### src/rtl/ctl_shift_loader.sv
module ctl_shift_loader #(
  parameter int          SETTLE_CYCLES = 375,
  parameter logic [7:0]  INIT_IMAGE    = 8'hCC
) (
  input  logic       clk,
  input  logic       rst_n,
  input  logic       bus_grant,
  input  logic       wr_en,
  input  logic [7:0] wr_data,
  input  logic [7:0] set_req,
  input  logic [7:0] clr_req,
  output logic [7:0] image,
  output logic       sclk_o,
  output logic       sdat_o,
  output logic       strobe_o,
  output logic       busy,
  output logic       done
);
  localparam int         TW        = $clog2(SETTLE_CYCLES + 1);
  localparam logic [4:0] LAST_STEP = 5'd28;
  localparam logic [4:0] BIT_STEPS = 5'd24;
  localparam logic [TW-1:0] RELOAD = TW'(SETTLE_CYCLES - 1);

  logic [7:0]    img_q, img_d, snap_q;
  logic          pend_q, busy_q, scl_q, sda_q, str_q, done_q;
  logic [4:0]    step_q, nxt, ph;
  logic [2:0]    bidx;
  logic [TW-1:0] tmr_q;
  logic          req, start, tick, fin;

  assign img_d = wr_en ? wr_data : ((img_q | set_req) & ~clr_req);
  assign req   = wr_en | (img_d != img_q);
  assign start = !busy_q && pend_q && bus_grant;
  assign tick  = busy_q && (tmr_q == '0);
  assign fin   = tick && (step_q == LAST_STEP);
  assign nxt   = step_q + 5'd1;
  assign ph    = nxt % 5'd3;
  assign bidx  = 3'(nxt / 5'd3);

  always_ff @(posedge clk) begin
    if (!rst_n) begin
      img_q  <= INIT_IMAGE;
      pend_q <= 1'b1;
      busy_q <= 1'b0;
      step_q <= '0;
      tmr_q  <= '0;
      snap_q <= '0;
      scl_q  <= 1'b1;
      sda_q  <= 1'b1;
      str_q  <= 1'b0;
      done_q <= 1'b0;
    end else begin
      img_q  <= img_d;
      pend_q <= req | (pend_q & ~start);
      done_q <= 1'b0;
      if (start) begin
        busy_q <= 1'b1;
        step_q <= '0;
        tmr_q  <= RELOAD;
        snap_q <= img_q;
        scl_q  <= 1'b0;
      end else if (fin) begin
        busy_q <= 1'b0;
        done_q <= 1'b1;
      end else if (tick) begin
        step_q <= nxt;
        tmr_q  <= RELOAD;
        if (nxt < BIT_STEPS) begin
          case (ph)
            5'd0:    scl_q <= 1'b0;
            5'd1:    sda_q <= snap_q[3'd7 - bidx];
            default: scl_q <= 1'b1;
          endcase
        end else begin
          case (nxt)
            5'd24:   str_q <= 1'b1;
            5'd25:   str_q <= 1'b0;
            5'd26:   scl_q <= 1'b0;
            5'd27:   sda_q <= 1'b1;
            default: scl_q <= 1'b1;
          endcase
        end
      end else if (busy_q) begin
        tmr_q <= tmr_q - 1'b1;
      end
    end
  end

  assign image    = img_q;
  assign sclk_o   = scl_q;
  assign sdat_o   = sda_q;
  assign strobe_o = str_q;
  assign busy     = busy_q;
  assign done     = done_q;

  assert_idle_lines_R1: assert property (@(posedge clk) disable iff (!rst_n)
    !busy_q |-> (scl_q && sda_q && !str_q));

  assert_grant_before_start_R3: assert property (@(posedge clk) disable iff (!rst_n)
    $rose(busy_q) |-> $past(bus_grant));

  assert_data_stable_at_capture_R6: assert property (@(posedge clk) disable iff (!rst_n)
    $rose(scl_q) |-> $stable(sda_q));

  assert_one_line_at_a_time_R6: assert property (@(posedge clk) disable iff (!rst_n)
    $countones({scl_q ^ $past(scl_q), sda_q ^ $past(sda_q), str_q ^ $past(str_q)}) <= 1);

  assert_strobe_with_clock_high_R7: assert property (@(posedge clk) disable iff (!rst_n)
    $rose(str_q) |-> (scl_q && busy_q));

  assert_request_kept_R8: assert property (@(posedge clk) disable iff (!rst_n)
    (busy_q && req) |=> pend_q);

  assert_done_with_busy_fall_R9: assert property (@(posedge clk) disable iff (!rst_n)
    done_q |-> ($fell(busy_q)));

  assert_done_single_R9: assert property (@(posedge clk) disable iff (!rst_n)
    done_q |=> !done_q);
endmodule

### config.mk
export PLATFORM = sky130hd
export DESIGN_NAME = ctl_shift_loader
export DESIGN_NICKNAME = d
export VERILOG_FILES = /design/src/rtl/ctl_shift_loader.sv
export SDC_FILE = /design/constraint.sdc
export NUM_CORES = 1
export LEC_CHECK = 0
export BUFFER_PORTS_ARGS = -buffer_cell sky130_fd_sc_hd__buf_2
export CAP_MARGIN = 0
export CELL_PAD_IN_SITES_DETAIL_PLACEMENT = 1
export CELL_PAD_IN_SITES_GLOBAL_PLACEMENT = 2
export CORE_ASPECT_RATIO = 1.1
export CORE_UTILIZATION = 31
export CTS_BUF_LIST = sky130_fd_sc_hd__clkbuf_8
export CTS_CLUSTER_SIZE = 20
export DETAILED_ROUTE_END_ITERATION = 12
export PLACE_DENSITY = 0.82
export SLEW_MARGIN = 5
export SYNTH_ARGS = -nofsm -noshare
export SYNTH_HDL_FRONTEND = slang
export SYNTH_SLANG_ARGS = --single-unit
### constraint.sdc
create_clock -name clk -period 7.85 [get_ports clk]
set_input_delay 1.1775 -clock clk [delete_from_list [all_inputs] [get_ports clk]]
set_output_delay 1.1775 -clock clk [all_outputs]
set_load 0.03 [all_outputs]
# Word level (Yosys, flattened, before mapping)
# Cells that the tools add are included.
# word_totals
regBits,36
inputBits,28
out_inout_bits,13
elab_cells,80
# op_classes
addsub,3
n_div,2
order_cmp,2
n_eq_ne,11
mux,20
n_bitwise,10
n_reduce_logical,21
# op_table
cell,n
2-to-1 mux 9 bit,4
"== test 5 bit, second input constant",5
2-to-1 mux 1 bit,11
AND reduction 5 bit,2
nonzero test 2 bit,5
zero test 9 bit,1
"subtractor 9 x 1 -> 9 bit, second input constant",1
AND 8 bit,1
2-to-1 mux 8 bit,1
!= test 8 bit,1
inverter 8 bit,1
OR 8 bit,1
case mux 1 bit (2 select lines),3
AND reduction 2 bit,3
"adder 5 x 1 -> 5 bit, second input constant",1
"divider 5 x 2 -> 5 bit, second input constant",1
"== test 5 x 1 -> 1 bit, second input constant",1
zero test 5 bit,1
"less-than comparator 5 bit, second input constant",1
"remainder unit 5 x 2 -> 5 bit, second input constant",1
logical AND 1 bit,4
"less-than comparator 3 x 4 -> 1 bit, second input constant",1
inverter 1 bit,4
AND reduction 4 bit,1
12 further kinds,13

# Logic depth before layout (Yosys ltp)
# Gate-level depths: netlist of run 1.
# logic_depth
ltp_word,8
depth_mapped,20
ltp_nobuf,19

# Worst setup path before layout of run 1
# OpenSTA, ideal clock, no wires.
# synth_path
path_kind,flip-flop to flip-flop
startpoint,register step_q[1]
endpoint,"register sda_q, in the netlist sdat_o"
setup_time_ps,131
arrival_time_ps,3844
required_time_ps,7719
path_slack_ps,3875
stages_incl_launch_ff,20
n_path_buf,1
synth_period_minus_slack_ps,3975
path_cell_list,dfxtp_1 -> ha_1 -> nand3_1 -> xor2_1 -> inv_1 -> ha_1 -> clkbuf_8 -> nor4_1 -> nor2_1 -> nand3_1 -> o21ai_0 -> ha_1 -> and2_1 -> a22o_1 -> a211oi_4 -> nand2_1 -> mux2_2 -> o32ai_2 -> and4_1 -> a311oi_2
# synth_between
elab_chain_len,7
elab_cells_between_ends,17
classes_between,add/sub: 2; div: 2; order compare: 1; eq/ne: 4; mux: 4; bitwise: 1; reduce/logical: 3
# synth_rtl
element,line_no,source
"start, declared",26,"logic [4:0] step_q, nxt, ph;"
"start signal, assigned",66,step_q <= nxt;
adder 5 x 1 -> 5 bit *,36,assign nxt = step_q + 5'd1;
named net nxt[4],26,
divider 5 x 2 -> 5 bit,38,assign bidx = 3'(nxt / 5'd3);
subtractor 3 bit,71,5'd1: sda_q <= snap_q[3'd7 - bidx];
binary-select mux 1 bit (select 3 bit),71,
2-to-1 mux 1 bit (implied by the code),71,
2-to-1 mux 1 bit,69,case (ph)
2-to-1 mux 1 bit,68,if (nxt < BIT_STEPS) begin
"end signal, assigned",71,
"end, declared",25,"logic pend_q, busy_q, scl_q, sda_q, str_q, done_q;"
# The timed path passes the listed nets; every way through them passes the cells marked *. The select of a mux whose other input is x is not followed.
# A chain may end at the register's enable or synchronous reset.

# Worst setup path in the final report of run 1
# layout_path
startpoint,register step_q[0]
endpoint,"register scl_q, in the netlist sclk_o"
# layout_between
elab_chain_len,8
elab_cells_between_ends,22
classes_between,add/sub: 1; div: 1; order compare: 1; eq/ne: 9; mux: 6; reduce/logical: 4
# layout_rtl
element,line_no,source
adder 5 x 1 -> 5 bit *,36,
named net nxt[4],26,
remainder unit 5 x 2 -> 5 bit / == test 5 bit (equally long branches),"37, 75",
"== test 5 x 1 -> 1 bit, or another cell as far along",69,
case mux 1 bit (2 select lines) (on tied branches),"69, 75",
2-to-1 mux 1 bit,68,
2-to-1 mux 1 bit,65,end else if (tick) begin
2-to-1 mux 1 bit,62,end else if (fin) begin
2-to-1 mux 1 bit,56,if (start) begin
"end signal, assigned",61,scl_q <= 1'b0;
"end signal, assigned",70,5'd0: scl_q <= 1'b0;
"end signal, assigned",72,default: scl_q <= 1'b1;
"end, declared",25,
# Marked as above.

==> results.toml, run 1 <==
[clocking]
clkSlewWorstSetupHoldPaths_ps = 70
cts_tree = "built"
clock_path_buffers = 2
cts.sinks = 36
clk_latency_ps = 280
cts-root-buf = "clkbuf_8"
postCtsSetupRepairBufs = 0
ctsHoldBuffers = 0
htree_levels = 2
cts_buffers = 5
cts_resized = 0

[final_layout]
post-route-util_pct = 36.2
fillers = 1001
fin_nets = 391
diodes = 0
fin_cells = 463
area_growth_pct = 12.7
drive_gt1_share_pct = 19.7

[critical_path]
rr_endpoint = "sclk_o$_SDFFE_PN1P_"
critPathMaxFanout = 13
critPathLaunchType = "register"
endpoint_kind = "register"
timing.rr.start = "step_q[0]$_SDFFE_PP0P_"
critical_path_arrival_ps = 4970
critPathRequiredTime_ps = 7990
critPathKind = "reg2reg"
cp-startpoint = "step_q[0]$_SDFFE_PP0P_"
rr_worst_depth = 18
reg2reg_slack_ps = 3020

[synth]
syn-num-nets = 360
synthMostInstantiatedCell = "nand2_1"
synth_cells = 323
synth_top_cell_by_area = "dfxtp_1"
syn_area_mm2 = 0.00256
synth_seq_cells = 36
synth.area.top_cells = "dfxtp_1, nand2_1, o21ai_0"
ys_seq_area_share_pct = 28.2
synth_ff_type = "dfxtp_1"
synth.avg_cell_area_um2 = 7.92
synthTopCellsByCount = "nand2_1, dfxtp_1, nor2_1, o21ai_0, a21oi_1"
synth-async-reset-ratio_pct = 0
yosysWarnings = 0
synth_cell_types = 63
synth-edff-count = 0
synth_top_area_share_pct = 28.2

[placed_design]
globalplace.congestion = 0.797
numPortBuffers = 40
place_hpwl_um = 5140
dp.cells = 455

[detailed_routing]
dr.pass1.iters = 4
drc = 0
drt-total-wl_um = 6590
avgViaCountPerCell = 5.29
vias = 2448
dr.first_iter.drc_count = 50
ant_nets = 0
routedWlPerCell_um = 14.2

[timing]
final_max_slew_viol_count = 0
finalSetupViolCount = 0
setup_tns_ps = 0
final.period_utilization_pct = 61.6
finalHoldViolations = 0
finalClockSkew_ps = 2.31
slew_headroom_pct = 57.7
rsz0062_at_grt = "no"
worst_pin_slew_ps = 633
fin_crit_ps = 4830
max_freq_ghz = 0.207

[hold_path]
worstHoldEndpoint = "snap_q[3]$_SDFFE_PN0P_"
min_from = "snap_q[3]$_SDFFE_PN0P_"
min_path_cells = 2
hp-class = "reg2reg"

[floorplanning]
io_pins = 41
num_rows = 34
start_util_pct = 32.1
fp.dieH_um = 97.3
core_area_mm2 = 0.00796
die_w_um = 88.6
die_area_mm2 = 0.00862

[global_route]
grt_overflow = 0
globalRouteMet2Util_pct = 28.1
use_met1_pct = 21.0
grt_max_degree = 32
grtUsageMet3_pct = 2.12
grt_usage_pct = 16.3
grt_pass1_vias = 2416
gr-max-usage-layer = "met2"
antenna_found_initial = 0
grt_pass1_wl_um = 11300

[run]
maxCapViolations = 0

[power]
peakVddDrop_mv = 0.0746
p_leak_uw = 0.00110
p_per_area_mw_per_mm2 = 145

[status]
status = "completed"
## power breakdown
group	switching, uW	internal (uW)	leakage, uW
Combinational	46.8	31.5	0.000756
Clock	64.6	70.0	0.0000510
Sequential	12.2	194	0.000296
## cell type report
| class | count | area [um2] | share of cell area [%] |
|---|---|---|---|
| Tap cell | 108 | 135 | 4.69 |
| Inverter | 10 | 37.5 | 1.30 |
| Clock buffer | 6 | 82.6 | 2.86 |
| Timing Repair Buffer | 40 | 200 | 6.94 |
| Multi-Input combinational cell | 261 | 1700 | 58.9 |
| Clock inverter | 2 | 10.0 | 0.347 |
| Sequential cell | 36 | 721 | 25.0 |
## critical path: stages (launching register included)
cell and delay, ps:
dfxtp_1 620, ha_1 360, nand3_1 180, xor2_1 250, inv_1 70, ha_1 340
nor4_1 480, nor2_1 150, nand3_1 110, o21ai_0 90, ha_1 250, and2_1 160
a22o_1 220, a211oi_4 320, a211oi_1 140, a2111oi_1 400, o311a_2 310, o21a_1 120
o221ai_1 110
## cell families (layout without fill, tap and decap cells)
group / after synthesis / count (layout) / share of synthesized area (%)
simple gates: 132 / 132 / 25.1
compound gates: 98 / 98 / 27.6
flops: 36 / 36 / 28.2
buf+inv: 26 / 58 / 5.48
xor+xnor: 12 / 12 / 5.23
mux: 10 / 10 / 3.96
fa+ha+maj: 9 / 9 / 4.40
## routing by layer
layer / vias to the layer above / share of wire [%]
met4: 0 / 1.2
met3: 7 / 3.0
met5: - / 0
li1: 1235 / -
met1: 1164 / 46
met2: 42 / 50
## per-stage QoR
| stage | area (um2) | power, uW | hold slack [ps] | setup WS [ps] |
|---|---|---|---|---|
| final | 2880 | 419 | 464 | 3020 |
| after global routing | 2880 | 446 | 499 | 2550 |
| after CTS | 2880 | 426 | 468 | 3010 |
| after detailed placement | 2790 | 290 | 458 | 3040 |
| after global placement | 2790 | 287 | 453 | 3270 |
| after floorplan | 2560 | 263 | 443 | 3870 |
## worst max-delay path by stage
stage / slack (ps) / cells after the start / to
2_1_floorplan: 3870 / 19 / sdat_o$_SDFFE_PN1P_
3_3_place_gp: 3270 / 17 / sclk_o$_SDFFE_PN1P_
3_5_place_dp: 3040 / 17 / sclk_o$_SDFFE_PN1P_
4_1_cts: 3010 / 17 / sclk_o$_SDFFE_PN1P_
5_1_grt: 2550 / 18 / sclk_o$_SDFFE_PN1P_
6_report: 3020 / 18 / sclk_o$_SDFFE_PN1P_
## flip-flops by register name (all words and copies together) (netlist names)
signal / flops
pend_q: 1
snap_q: 8
sdat_o: 1
image: 8
step_q: 5
busy: 1
sclk_o: 1
tmr_q: 9
strobe_o: 1
done: 1
## layout by cell type (no fill, tap or decap), types with 8 or more instances in the layout
cell,instances
nand2_1,48
buf_2,40
dfxtp_1,36
nor2_1,27
o21ai_0,27
a21oi_1,20
a21boi_0,14
nand3_1,13
inv_1,9
mux2i_1,9
ha_1,9
a221oi_1,8
No activity file was read; power rests on OpenSTA's default activity.
==> run 2: changes to the inputs <==
Settings changed: PLACE_DENSITY 0.82 to 0.85.
Clock period 7.85 ns to 4 ns, I/O delays scaled along.
==> results.toml, run 2 (same netlist as run 1, synthesis figures left out) <==
[floorplanning]
start_util_pct = 32.1
die_area_mm2 = 0.00862
num_rows = 34
fp.dieH_um = 97.3
die_w_um = 88.6
core_area_mm2 = 0.00796
io_pins = 41

[run]
maxCapViolations = 0

[clocking]
htree_levels = 2
cts.sinks = 36
clock_path_buffers = 2
clk_latency_ps = 290
cts_tree = "built"
cts_buffers = 5
cts-root-buf = "clkbuf_8"
ctsHoldBuffers = 0
clkSlewWorstSetupHoldPaths_ps = 80

[placed_design]
dp.cells = 468
placed_area_mm2 = 0.00289
numPortBuffers = 40
place_hpwl_um = 5250
globalplace.congestion = 0.801

[timing]
whs_ps = 468
finalClockSkew_ps = 3.65
finalHoldViolations = 0
worst_pin_slew_ps = 623
final.period_utilization_pct = 94.7
final_max_slew_viol_count = 0
max_freq_ghz = 0.264
finalSetupViolCount = 0
slew_headroom_pct = 58.0
fin_crit_ps = 3790

[hold_path]
hp-class = "reg2reg"

[detailed_routing]
drc = 0
ant_nets = 0
vias = 2573
routedWlPerCell_um = 15.1
dr.first_iter.drc_count = 55
drt-total-wl_um = 7330
dr.pass1.iters = 4
avgViaCountPerCell = 5.29

[final_layout]
design_area_mm2 = 0.00324
diodes = 0
final_cell_mix = "nand2_1, buf_2, dfxtp_1, o21ai_0, nor2_1"
max_flop_register = "tmr_q"
fillers = 995
fin_cells = 486
area_growth_pct = 26.6
layout_commonest_cell = "nand2_1"
drive_gt1_share_pct = 29.1
largest_reg_flops = 9
fin_nets = 414

[critical_path]
critPathRequiredTime_ps = 4200
slowest_delay_ps = 380
critPathMaxFanout = 10
critical_path_arrival_ps = 3990
cp_cell_sequence = "buf_6, ha_4, or2b_1, o32ai_4, buf_4, nor4_4, nor2_2, nand3_1, o21ai_1, ha_2, a21oi_1, a211oi_4, buf_6, nand2_1, mux2_4, o32ai_4, nand2_1, a311oi_2"
endpoint_kind = "register"
critPathLaunchType = "register"
critical_path.slowest_cell = "dfxtp_4"
critPathKind = "reg2reg"

[global_route]
grt_pass1_vias = 2553
grt_max_degree = 32
antenna_found_initial = 0
grt_usage_pct = 17.9
grt_pass1_wl_um = 12100
grt_overflow = 0

[power]
p_leak_uw = 0.00125
pwr-share-clk_pct = 36.5
swShare_pct = 28.9
pwr-share-seq_pct = 45.5
intPower_uw = 629
p_per_area_mw_per_mm2 = 273
peakVddDrop_mv = 0.166
p_sw_uw = 256
p_comb_share_pct = 18.0

[status]
status = "completed"
run 2: cell types whose count changed in the layout (fill, tap and decap cells not counted), sizes merged:
| cell | before | now |
|---|---|---|
| clkinv | 2 | 1 |
| clkbuf | 6 | 5 |
| clkinvlp | 0 | 1 |
| bufinv | 0 | 1 |
| buf | 40 | 63 |
run 2: worst paths after layout:
kind | start | to | slack, ps | cells after the start
max | step_q[0]$_SDFFE_PP0P_ | sdat_o$_SDFFE_PN1P_ | 210 | 18
min | snap_q[2]$_SDFFE_PN0P_ | snap_q[2]$_SDFFE_PN0P_ | 470 | 2
max reg2reg | step_q[0]$_SDFFE_PP0P_ | sdat_o$_SDFFE_PN1P_ | 210 | 18
min reg2reg | snap_q[2]$_SDFFE_PN0P_ | snap_q[2]$_SDFFE_PN0P_ | 470 | 2
run 2: critical path, delay by kind of cell, from the launching register on:
family          cells  cell delay [ps]
buf+inv             3              490
compound gates      6             1370
flops               1              380
fa+ha+maj           2              420
mux                 1              310
simple gates        6              700
run 2: layout make-up:
type | instances | area (um2) | area share (%)
clock buffer | 5 | 68.8 | 2.13
clock inverter | 3 | 42.5 | 1.31
inverter | 10 | 40.0 | 1.24
multi-input combinational | 261 | 1840 | 56.7
sequential | 36 | 727 | 22.4
tap | 108 | 135 | 4.17
timing repair buffer | 63 | 388 | 12.0
run 2: repair_timing:
item,in CTS,in global routing
gates resized for setup,15,20
pin swaps,5,16
setup endpoints to repair,2,2
setup buffers,1,9
run 2: per-layer routing:
layer	part of all wire, %	track usage [%]	vias to the layer above
li1	-	-	1283
met1	42	21.7	1227
met2	53	32.1	50
met3	2.4	2.72	13
met4	2.0	4.59	0
met5	0	0	-
run 2: stage by stage:
stage          power, uW  utilization [%]  worst slack [ps]  setup TNS (ps)
3_3_place_gp         562             36.3               146               0
5_1_grt              935             40.7             -17.7           -26.2
2_1_floorplan        517                -              24.7               0
3_5_place_dp         568             36.3             -49.9           -87.4
6_report             885             40.7               212               0
4_1_cts              894             38.9              28.3               0
run 2: power groups by stage:
stage / Clock, uW / Combinational, uW / Sequential [uW]
2_1_floorplan: 0 / 97.3 / 419
3_3_place_gp: 0 / 152 / 410
3_5_place_dp: 0 / 156 / 411
4_1_cts: 332 / 159 / 403
5_1_grt: 347 / 181 / 407
6_report: 323 / 159 / 402
==> run 3: changes to the inputs <==
Settings changed: PLACE_DENSITY 0.85 to 0.82.
Clock period 4 ns to 4.11 ns, I/O delays scaled along.
==> results.toml, run 3 (same netlist as run 1, synthesis figures left out) <==
[critical_path]
cp_cell_sequence = "and3_4, xnor2_2, inv_2, ha_4, buf_4, nor3_4, o21ai_4, nand3_1, o21ai_0, ha_1, and2_1, a22o_1, a211oi_4, a21oi_1, a311o_1, a311oi_2, o21a_1, o221ai_1"
reg2reg_slack_ps = 250
rr_worst_depth = 18
cp.depth = 18
critPathBufInv = 2
slowest_delay_ps = 370
critical_path.slowest_cell = "dfxtp_1"
critPathLaunchType = "register"
rr_endpoint = "sclk_o$_SDFFE_PN1P_"
cp_top_family = "compound AO/OA/AOI/OAI gates"
endpoint = "sclk_o$_SDFFE_PN1P_"
critPathMaxFanout = 7
critPathKind = "reg2reg"
endpoint_kind = "register"
timing.rr.start = "step_q[2]$_SDFFE_PP0P_"
critical_path_arrival_ps = 4000
cp-startpoint = "step_q[2]$_SDFFE_PP0P_"
critPathRequiredTime_ps = 4260

[floorplanning]
core_area_mm2 = 0.00796
start_util_pct = 32.1
die_area_mm2 = 0.00862
io_pins = 41
die_w_um = 88.6
num_rows = 34
fp.dieH_um = 97.3

[power]
peakVddDrop_mv = 0.163
p_sw_uw = 249
p_per_area_mw_per_mm2 = 312
intPower_uw = 736
swShare_pct = 25.3
pwr-share-clk_pct = 44.6
p_leak_uw = 0.00121
pwr-share-seq_pct = 39.9
p_comb_share_pct = 15.5

[final_layout]
largest_reg_flops = 9
diodes = 0
area_growth_pct = 23.6
max_flop_register = "tmr_q"
final_cell_mix = "nand2_1, buf_2, dfxtp_1, o21ai_0, nor2_1"
drive_gt1_share_pct = 26.2
fillers = 985
design_area_mm2 = 0.00316
fin_nets = 406
layout_commonest_cell = "nand2_1"
post-route-util_pct = 39.7

[global_route]
grt_pass1_wl_um = 11900
grt_pass1_vias = 2566
grt_max_degree = 32
grt_overflow = 0
antenna_found_initial = 0
grt_usage_pct = 17.3

[timing]
finalClockSkew_ps = 4.01
finalHoldViolations = 0
final_max_slew_viol_count = 0
finalSetupViolCount = 0
slew_headroom_pct = 61.0
final.period_utilization_pct = 93.8
max_freq_ghz = 0.259
worst_pin_slew_ps = 583
fin_crit_ps = 3860

[status]
status = "completed"

[clocking]
htree_levels = 2
ctsHoldBuffers = 0
clkSlewWorstSetupHoldPaths_ps = 80
cts_tree = "built"
cts-root-buf = "clkbuf_8"
clk_latency_ps = 300
cts_buffers = 5
cts.sinks = 36
clock_path_buffers = 2

[run]
maxCapViolations = 0

[detailed_routing]
routedWlPerCell_um = 14.5
drc = 0
dr.pass1.iters = 4
avgViaCountPerCell = 5.22
vias = 2494
ant_nets = 0
drt-total-wl_um = 6930
dr.first_iter.drc_count = 42

[placed_design]
globalplace.congestion = 0.804
numPortBuffers = 40
placed_area_mm2 = 0.00289
place_hpwl_um = 5250

[hold_path]
hp-class = "reg2reg"
[run 3: worst min path at each step]
stage | start | endpoint | cells past startpoint | slack, ps
after CTS | snap_q[4]$_SDFFE_PN0P_ | snap_q[4]$_SDFFE_PN0P_ | 2 | 470
after detailed placement | strobe_o$_SDFFE_PN0P_ | strobe_o$_SDFFE_PN0P_ | 2 | 460
after global routing | snap_q[4]$_SDFFE_PN0P_ | snap_q[4]$_SDFFE_PN0P_ | 2 | 510
final | snap_q[4]$_SDFFE_PN0P_ | snap_q[4]$_SDFFE_PN0P_ | 2 | 470
after global placement | snap_q[3]$_SDFFE_PN0P_ | snap_q[3]$_SDFFE_PN0P_ | 2 | 460
after floorplan | snap_q[4]$_SDFFE_PN0P_ | snap_q[4]$_SDFFE_PN0P_ | 2 | 440
[run 3: layout make-up]
class	count	area, um2	share of cell area (%)
Tap cell	108	135	4.27
Sequential cell	36	724	22.9
Multi-Input combinational cell	261	1790	56.7
Clock inverter	3	90.1	2.85
Timing Repair Buffer	55	313	9.89
Inverter	10	37.5	1.19
Clock buffer	5	68.8	2.18
[run 3: per-layer routing]
metal  vias to the layer above  GRT usage (%)  part of all wire (%)
met1                      1186           21.0                    45
met3                         7           2.12                   2.2
met2                        37           30.4                    51
li1                       1264              -                     -
met4                         0           6.70                   1.6
met5                         -              0                     0
[run 3: metrics by stage]
stage          setup TNS, ps  std cells  setup slack, ps  total power (uW)  hold WS, ps
2_1_floorplan              0        323              135               503          443
3_3_place_gp               0        468              222               549          456
3_5_place_dp               0        468             92.3               552          458
4_1_cts                    0        476             81.7               996          473
5_1_grt                -83.0        478            -44.2              1030          512
6_report                   0        478              254               985          470
[run 3: power groups by stage]
stage | sequential [uW] | combinational, uW | clock [uW]
after global routing | 397 | 173 | 463
after detailed placement | 401 | 152 | 0
after CTS | 393 | 153 | 450
after floorplan | 408 | 94.7 | 0
final | 393 | 153 | 439
after global placement | 400 | 148 | 0
[run 3: worst register-to-register path, cell delays in order (launching register included)]
cell	delay (ps)
dfxtp_1	370
and3_4	230
xnor2_2	280
inv_2	130
ha_4	200
buf_4	160
nor3_4	170
o21ai_4	110
nand3_1	90
o21ai_0	80
ha_1	220
and2_1	160
a22o_1	220
a211oi_4	340
a21oi_1	120
a311o_1	350
a311oi_2	230
o21a_1	140
o221ai_1	110
[run 3: timing repair]
item | CTS | global route
setup endpoints to repair | 0 | 2
setup buffers | 0 | 2
gates resized for setup | 0 | 19
